`config.mk`:
```
export PLATFORM = sky130hd
export DESIGN_NAME = bidir_repeater
export DESIGN_NICKNAME = d
export VERILOG_FILES = /design/src/rtl/rep_pkg.sv /design/src/rtl/rep_sync.sv /design/src/rtl/rep_hold_timer.sv /design/src/rtl/rep_ctrl.sv /design/src/rtl/bidir_repeater.sv
export SDC_FILE = /design/constraint.sdc
export NUM_CORES = 1
export LEC_CHECK = 0
export CAP_MARGIN = 20
export CORE_AREA = 4 4 41 43
export DETAILED_ROUTE_END_ITERATION = 7
export DIE_AREA = 0 0 45 47
export SETUP_SLACK_MARGIN = 0.4
export SLEW_MARGIN = 25
export SYNTH_ARGS = -nofsm -noshare
export SYNTH_HDL_FRONTEND = slang
export SYNTH_SLANG_ARGS = --single-unit
```
`constraint.sdc`:
```
create_clock -name clk -period 1.7 [get_ports clk]
set_input_delay 0.425 -clock clk [delete_from_list [all_inputs] [get_ports clk]]
set_output_delay 0.425 -clock clk [all_outputs]
set_load 0.005 [all_outputs]
```
`src/rtl/rep_pkg.sv`:
```
package rep_pkg;

  typedef enum logic [2:0] {
    ST_IDLE    = 3'd0,
    ST_PAD_OWN = 3'd1,  // pin side holds low, fabric copy driven low
    ST_FAB_OWN = 3'd2,  // fabric side holds low, pin copy driven low
    ST_FAB_HI  = 3'd3,  // fabric copy actively driven high
    ST_PAD_HI  = 3'd4   // pin copy actively driven high
  } rep_state_t;

  typedef struct packed {
    logic pad_en;
    logic pad_drv;
    logic fab_en;
    logic fab_drv;
  } rep_drive_t;

  function automatic rep_drive_t drive_of(rep_state_t s);
    rep_drive_t d;
    d = '0;
    case (s)
      ST_PAD_OWN: d.fab_en = 1'b1;
      ST_FAB_OWN: d.pad_en = 1'b1;
      ST_FAB_HI: begin
        d.fab_en  = 1'b1;
        d.fab_drv = 1'b1;
      end
      ST_PAD_HI: begin
        d.pad_en  = 1'b1;
        d.pad_drv = 1'b1;
      end
      default: d = '0;
    endcase
    return d;
  endfunction

endpackage

```
`src/rtl/rep_sync.sv`:
```
module rep_sync #(
  parameter int WIDTH  = 2,
  parameter int STAGES = 2,
  parameter logic [WIDTH-1:0] RESET_VAL = '1
) (
  input  logic             clk,
  input  logic             rst,
  input  logic [WIDTH-1:0] d,
  output logic [WIDTH-1:0] q
);

  logic [WIDTH-1:0] stg [STAGES];

  for (genvar i = 0; i < STAGES; i++) begin : g_stage
    if (i == 0) begin : g_first
      always_ff @(posedge clk) begin
        if (rst) stg[0] <= RESET_VAL;
        else     stg[0] <= d;
      end
    end else begin : g_next
      always_ff @(posedge clk) begin
        if (rst) stg[i] <= RESET_VAL;
        else     stg[i] <= stg[i-1];
      end
    end
  end

  assign q = stg[STAGES-1];

endmodule

```
`src/rtl/rep_hold_timer.sv`:
```
module rep_hold_timer #(
  parameter int HOLD_CYCLES = 4
) (
  input  logic clk,
  input  logic rst,
  input  logic load,
  output logic done
);

  localparam int CW = (HOLD_CYCLES > 1) ? $clog2(HOLD_CYCLES) : 1;
  localparam logic [CW-1:0] LOAD_VAL = CW'(HOLD_CYCLES - 1);

  logic [CW-1:0] cnt;

  always_ff @(posedge clk) begin
    if (rst)              cnt <= '0;
    else if (load)        cnt <= LOAD_VAL;
    else if (cnt != '0)   cnt <= cnt - 1'b1;
  end

  assign done = (cnt == '0);

endmodule

```
`src/rtl/rep_ctrl.sv`:
```
module rep_ctrl
  import rep_pkg::*;
(
  input  logic       clk,
  input  logic       rst,
  input  logic       pad_low,
  input  logic       fab_low,
  input  logic       hold_done,
  output logic       hold_load,
  output rep_drive_t drv_q
);

  rep_state_t state_q, state_d;

  always_comb begin
    state_d   = state_q;
    hold_load = 1'b0;
    case (state_q)
      ST_IDLE: begin
        // pin side checked first: it wins a tie
        if (pad_low)      state_d = ST_PAD_OWN;
        else if (fab_low) state_d = ST_FAB_OWN;
      end
      ST_PAD_OWN: begin
        // fab_low is our own echo here and is not looked at
        if (!pad_low) begin
          state_d   = ST_FAB_HI;
          hold_load = 1'b1;
        end
      end
      ST_FAB_OWN: begin
        if (!fab_low) begin
          state_d   = ST_PAD_HI;
          hold_load = 1'b1;
        end
      end
      ST_FAB_HI, ST_PAD_HI: begin
        if (hold_done) state_d = ST_IDLE;
      end
      default: state_d = ST_IDLE;
    endcase
  end

  always_ff @(posedge clk) begin
    if (rst) begin
      state_q <= ST_IDLE;
      drv_q   <= '0;
    end else begin
      state_q <= state_d;
      drv_q   <= drive_of(state_d);
    end
  end

endmodule

```
`src/rtl/bidir_repeater.sv`:
```
module bidir_repeater
  import rep_pkg::*;
#(
  parameter int HOLD_CYCLES = 4,
  parameter int SYNC_STAGES = 2
) (
  input  logic clk,
  input  logic rst,
  input  logic pad_sense_i,
  input  logic fab_sense_i,
  output logic pad_en_o,
  output logic pad_drive_o,
  output logic fab_en_o,
  output logic fab_drive_o
);

  localparam int NSIDES = 2;

  logic [NSIDES-1:0] sense_raw, sense_s;
  logic              hold_load, hold_done;
  rep_drive_t        drv;

  assign sense_raw = {pad_sense_i, fab_sense_i};

  rep_sync #(
    .WIDTH    (NSIDES),
    .STAGES   (SYNC_STAGES),
    .RESET_VAL({NSIDES{1'b1}})
  ) u_sync (
    .clk(clk),
    .rst(rst),
    .d  (sense_raw),
    .q  (sense_s)
  );

  rep_hold_timer #(
    .HOLD_CYCLES(HOLD_CYCLES)
  ) u_timer (
    .clk (clk),
    .rst (rst),
    .load(hold_load),
    .done(hold_done)
  );

  rep_ctrl u_ctrl (
    .clk      (clk),
    .rst      (rst),
    .pad_low  (!sense_s[1]),
    .fab_low  (!sense_s[0]),
    .hold_done(hold_done),
    .hold_load(hold_load),
    .drv_q    (drv)
  );

  assign pad_en_o    = drv.pad_en;
  assign pad_drive_o = drv.pad_drv;
  assign fab_en_o    = drv.fab_en;
  assign fab_drive_o = drv.fab_drv;

endmodule

```
# Word-level counts from Yosys, hierarchy flattened
# Memories as Yosys holds them, arrays and structs flattened.
# Index checks and enable logic that the tools add are counted.
[op_classes] addsub=1 eq_ne=8 n_mux=20 bitwise_logic=2 n_reduce_logical=7
[ops] cell="3-bit 2-to-1 mux" n=5
[ops] cell="3-bit by 2-bit == test with 1-bit output, second input constant" n=4
[ops] cell="3-bit case mux with 4 select lines" n=1
[ops] cell="1-bit 2-to-1 mux" n=9
[ops] cell="2-bit 2-to-1 mux" n=4
[ops] cell="3-bit by 1-bit == test with 1-bit output, second input constant" n=2
[ops] cell="3-bit == test, second input constant" n=2
[ops] cell="2-bit OR reduction" n=3
[ops] cell="2-bit nonzero test" n=2
[ops] cell="3-bit logical NOT" n=1
[ops] cell="2-bit logical NOT" n=1
[ops] cell="1-bit bitwise OR" n=2
[ops] cell="1-bit case mux with 2 select lines" n=1
[ops] cell="2-bit by 1-bit subtractor with 2-bit output, second input constant" n=1
[totals] ff_bits=9 ram_bits=4 input_bits=4 output_inout_bits=4 wordCells=45 n_memories=1
[memory_table] memory="u_sync.stg" words=2 word_bits=2 rd=2 rd_ports_with_merged_regs=0 write_ports=2 line="rep_sync.sv:12" text="logic [WIDTH-1:0] stg [STAGES];"

# Longest topological paths before layout
[logic_depth] word_depth=6 depth_mapped=5 mapped_depth_nobuf=5

# By module
# A second synthesis with hierarchy kept.
[hier_totals] hier_cells=51 area_unflattened_um2=508.0
[modules_own_cells] mod="rep_ctrl" n_inst=1 cells_each=31 area_each_um2=299.0 seq_area_each_um2=140.1
[modules_own_cells] mod="rep_sync" n_inst=1 cells_each=8 area_each_um2=105.1 seq_area_each_um2=80.1
[modules_own_cells] mod="rep_hold_timer" n_inst=1 cells_each=10 area_each_um2=96.3 seq_area_each_um2=40.0
[modules_own_cells] mod="bidir_repeater" n_inst=1 cells_each=2 area_each_um2=7.5 seq_area_each_um2=0.0

# Worst setup path after synthesis
# OpenSTA, ideal clock, no wires.
[synth_timing] path_type="reg-to-reg" startpoint="register u_timer.cnt[0]" endpoint="register u_ctrl.drv_q[3] (netlist name)" setup_time_ps=70 t_arrival_ps=1284 t_required_ps=1630 setup_slack_ps=345 stages_incl_launch_ff=6 path_buffers=0 period_less_slack_ps=1355 path_cell_list="dfxtp_1 > inv_1 > ha_1 > or3b_4 > a211oi_2 > o21bai_1"
[synth_between] elab_chain_cells=6 elab_cells_between_ends=7 cone_classes="2 x eq/ne; 3 x mux; 2 x reduce/logical"
[synth_lines] element="from (decl)" line="rep_hold_timer.sv:13" text="logic [CW-1:0] cnt;"
[synth_lines] element="from (signal assigned)" line="rep_hold_timer.sv:18" text="else if (cnt != '0) cnt <= cnt - 1'b1;"
[synth_lines] element="2-bit logical NOT (*)" line="rep_hold_timer.sv:21" text="assign done = (cnt == '0);"
[synth_lines] element="3-bit 2-to-1 mux (*)" line="rep_ctrl.sv:38" text="if (hold_done) state_d = ST_IDLE;"
[synth_lines] element="3-bit case mux with 4 select lines (*)" line="rep_ctrl.sv:18" text="case (state_q)"
[synth_lines] element="3-bit by 2-bit == test with 1-bit output or 3-bit == test (tied branches)" line="rep_pkg.sv:21" text="case (s)"
[synth_lines] element="2-bit OR reduction (no line) (*)"
[synth_lines] element="1-bit 2-to-1 mux (*)" line="rep_pkg.sv:21"
[synth_lines] element="to (signal assigned)" line="rep_ctrl.sv:50" text="drv_q <= drive_of(state_d);"
[synth_lines] element="to (decl)" line="rep_ctrl.sv:10" text="output rep_drive_t drv_q"
# Every way passes the cells marked *; elsewhere a longest branch is shown, timed or not.
# A chain may end at the register's enable or synchronous reset.

# Final worst setup path
# Ends and elaborated chain as after synthesis.

==> results.py <==
metrics = {
    "setup_path": {
        "crit_cells": 5,
        "crit_type": "flip-flop to flip-flop",
        "end_kind": "flip-flop",
        "cp.arrival_ns": 1.53,
        "cpLargestDelayFamily": "simple AND/OR/NAND/NOR gates",
        "crit_path_end": "u_ctrl.drv_q[3]",
        "required_ns": 1.90,
        "crit_chain": "inv_2, ha_4, or3b_4, a211oi_2, o21bai_1",
        "worst_setup_path_start_kind": "flip-flop",
        "r2r-start": "u_timer.cnt[0]",
        "r2r-end": "u_ctrl.drv_q[3]",
        "worstPathMaxFanout": 3,
        "r2r_cells": 5,
        "path_buf_inv": 1,
        "cp_slowest_stage_delay_ns": 0.37,
        "cp-startpoint": "u_timer.cnt[0]",
        "cpMaxStageDelayCell": "or3b_4",
        "rrSetupSlack_ns": 0.37,
    },
    "power_and_ir_drop": {
        "power_frac_seq_pct": 46.5,
        "pwr-share-comb_pct": 30.5,
        "leakagePower_nw": 0.2816,
        "power_density_mw_per_mm2": 1185,
        "clkPwrFrac_pct": 23.0,
        "intPower_w": 0.0005828,
        "p_switching_w": 0.0002030,
        "switching_share_pct": 25.83,
        "ir_drop_mv": 0.7149,
    },
    "detailed_routing": {
        "route.detailed.drc": 0,
        "met2WireLength_um": 363,
        "wl_met1_um": 377,
        "wl_met3_um": 67,
        "wl_per_cell_um": 10.36,
        "final_antenna_net_count": 0,
        "vias_per_cell": 4.769,
        "via_count": 372,
        "first_iter_violations": 0,
        "totalWireLength_um": 808,
        "dr.pass1.iters": 1,
        "dr.max_layer_used": "met3",
    },
    "cts": {
        "cts.path.max_buffers": 2,
        "cts_root_buffer": "clkbuf_4",
        "cts_tree": "done",
        "numClockSinks": 13,
        "ctsHoldBuffers": 0,
        "numCtsBuffers": 3,
        "htreeDepth": 1,
        "clkSlewWorstSetupHoldPaths_ns": 0.07,
        "worstSkewPairLatency_ns": 0.27,
    },
    "die": {
        "start_util_pct": 39.42,
        "core-area_mm2": 0.001301,
        "die_h_um": 47,
        "ios": 8,
        "die_x_um": 45,
        "fp-row-count": 13,
        "dieArea_mm2": 0.002115,
    },
    "timing": {
        "hold_viol_final": 0,
        "relSlewSlack_pct": 78.44,
        "fin_skew_ns": 0.004610,
        "worstMarginPinSlew_ns": 0.3230,
        "rsz0062_at_grt": "yes",
        "timing.final.crit_period_ns": 1.327,
        "layout_setup_ws_ns": 0.3734,
        "whs_ns": 0.4094,
        "drv_slew": 0,
        "max_freq_ghz": 0.7538,
        "tns_ns": 0,
        "period_share_pct": 78.03,
        "setup_viol": 0,
    },
    "global_route": {
        "antenna_found_initial": 0,
        "grt_pass1_vias": 348,
        "grt_usage_pct": 9.524,
        "grt_max_degree": 11,
        "gr-total-overflow": 0,
        "grt_first_pass_wirelength_mm": 1.428,
    },
    "synthesis": {
        "synth_warnings": 0,
        "synth_commonest_cells": "dfxtp_1 (13), inv_1 (3), nand2b_1 (3), nand3b_1 (3), nor2_1 (3)",
        "synth.top_cell.area_share_pct": 50.73,
        "synth-edff-count": 0,
        "synth_top_family_by_area": "simple AND/OR/NAND/NOR gates",
        "synth_adder_area_share_pct": 2.439,
        "syn_nets": 54,
        "synth_cell_type_count": 25,
        "synthesis.area_um2": 513.0,
        "avgSynthCellArea_um2": 10.47,
        "ys_async_sr_fraction_pct": 0,
        "synth_flop_cell": "dfxtp_1",
        "synth_xor_area_share_pct": 1.707,
        "synth_compound_area_share_pct": 17.56,
        "yosys-top-cells-area": "dfxtp_1 (51%), nand3b_1 (4.4%), nand2b_1 (3.7%)",
        "synthSimpleGateAreaFrac_pct": 20.00,
        "yosys.area.top_type": "dfxtp_1",
        "yosysMostFrequentCell": "dfxtp_1",
        "ys_seq_area_share_pct": 50.73,
        "syn_inst": 49,
        "muxShareOfSynthArea_pct": 2.195,
        "synth-seq-cells": 13,
    },
    "finish": {
        "fin_nets": 69,
        "fillerInstances": 134,
        "syn_to_final_growth_pct": 29.27,
        "stdcell_area_um2": 663.1,
        "layout-drive-gt1-share_pct": 30.16,
        "diodes": 0,
    },
    "placed_design": {
        "gp_congestion": 0.7202,
        "place_hpwl_um": 598.2,
        "numPortBuffers": 7,
        "placed_cell_area_um2": 595.6,
        "dp_slack_ns": 0.2254,
    },
    "run": {
        "maxCapViolations": 0,
    },
    "min_path": {
        "holdCritPathClass": "flip-flop to flip-flop",
    },
    "status": {
        "status": "finished clean",
    },
}
==> cell families after synthesis <==
logic type                 count (synthesis)
muxes                                      1
buffers and inverters                      5
adders and majority gates                  1
DFF                                       13
AOI/OAI and AO/OA                         12
and+or+nand+nor                           16
xor gates and xnor gates                   1
==> per-layer routing <==
layer	vias up	global-route usage, %
met1	167	11.06
met4	0	1.754
met5	-	0
met3	0	5.747
met2	10	15.25
li1	195	-
==> flip-flops by register name, indices dropped and copies added (netlist names) <==
signal and cells:
u_timer.cnt 2, u_ctrl.state_q 3, u_ctrl.drv_q 4, u_sync.stg 4
==> how the worst min path moves through the flow <==
stage / start / to / slack [ns] / depth (start not counted)
floorplan: u_sync.stg[0][0] / u_sync.stg[1][0] / 0.39 / 1
global placement: u_sync.stg[0][1] / u_sync.stg[1][1] / 0.39 / 1
detailed placement: u_sync.stg[0][1] / u_sync.stg[1][1] / 0.39 / 1
CTS: u_sync.stg[0][1] / u_sync.stg[1][1] / 0.41 / 1
global route: u_sync.stg[0][1] / u_sync.stg[1][1] / 0.42 / 1
finish: u_sync.stg[0][1] / u_sync.stg[1][1] / 0.41 / 1
==> cells in the final DEF (no fill, tap or decap) <==
| master | count |
|---|---|
| dfxtp_1 | 11 |
| a211oi_1 | 1 |
| inv_2 | 2 |
| dlygate4sd2_1 | 4 |
| a32oi_1 | 1 |
| dfxtp_2 | 2 |
| ha_4 | 1 |
| clkbuf_4 | 3 |
| inv_1 | 1 |
| clkdlybuf4s50_1 | 3 |
| a21o_1 | 1 |
| mux2_2 | 1 |
| or3b_4 | 1 |
| a21oi_1 | 2 |
| nor3b_1 | 1 |
| o21bai_1 | 1 |
| a211oi_2 | 1 |
| o21ai_0 | 1 |
| nor2b_1 | 1 |
| o221ai_1 | 1 |
| xor2_1 | 1 |
| o21a_1 | 2 |
| a21boi_2 | 1 |
| clkbuf_1 | 1 |
| or2_1 | 2 |
| or2_2 | 2 |
| buf_4 | 5 |
| nor2_1 | 3 |
| nand2b_1 | 3 |
| nand3b_1 | 3 |
==> repair_timing <==
| item | CTS | global route |
|---|---|---|
| buffers inserted | 4 | 0 |
| setup endpoints to repair | 6 | 3 |
| resized for setup | 9 | 1 |
| pin swaps | 2 | 1 |
==> per-stage QoR <==
step / instances / power, W / utilization (%)
global placement: 70 / 0.0005328 / 45.77
floorplan: 49 / 0.0004956 / -
global route: 78 / 0.0008520 / 50.96
CTS: 78 / 0.0007977 / 50.67
finish: 78 / 0.0007858 / 50.96
detailed placement: 70 / 0.0005377 / 45.77
==> power groups by stage <==
stage                     registers [W]  clock network (W)  logic [W]
final                          0.000366           0.000181   0.000240
after global routing           0.000370           0.000201   0.000281
after CTS                      0.000365           0.000193   0.000239
after detailed placement       0.000367                  0   0.000171
after global placement         0.000366                  0   0.000167
after floorplan                0.000359                  0   0.000137
==> worst reg2reg max path, stage by stage (launching register included) <==
cell and delay (ns):
dfxtp_2 0.34, inv_2 0.04, ha_4 0.15, or3b_4 0.38, a211oi_2 0.22, o21bai_1 0.14
==> layout make-up <==
class	count	area, um2	area share (%)
Clock buffer	4	26.28	3.962
Inverter	3	11.26	1.698
Multi-Input combinational cell	31	241.5	36.42
Sequential cell	13	262.8	39.62
Tap cell	15	18.77	2.830
Timing Repair Buffer	12	102.6	15.47
(Power assumes the default switching activity.)
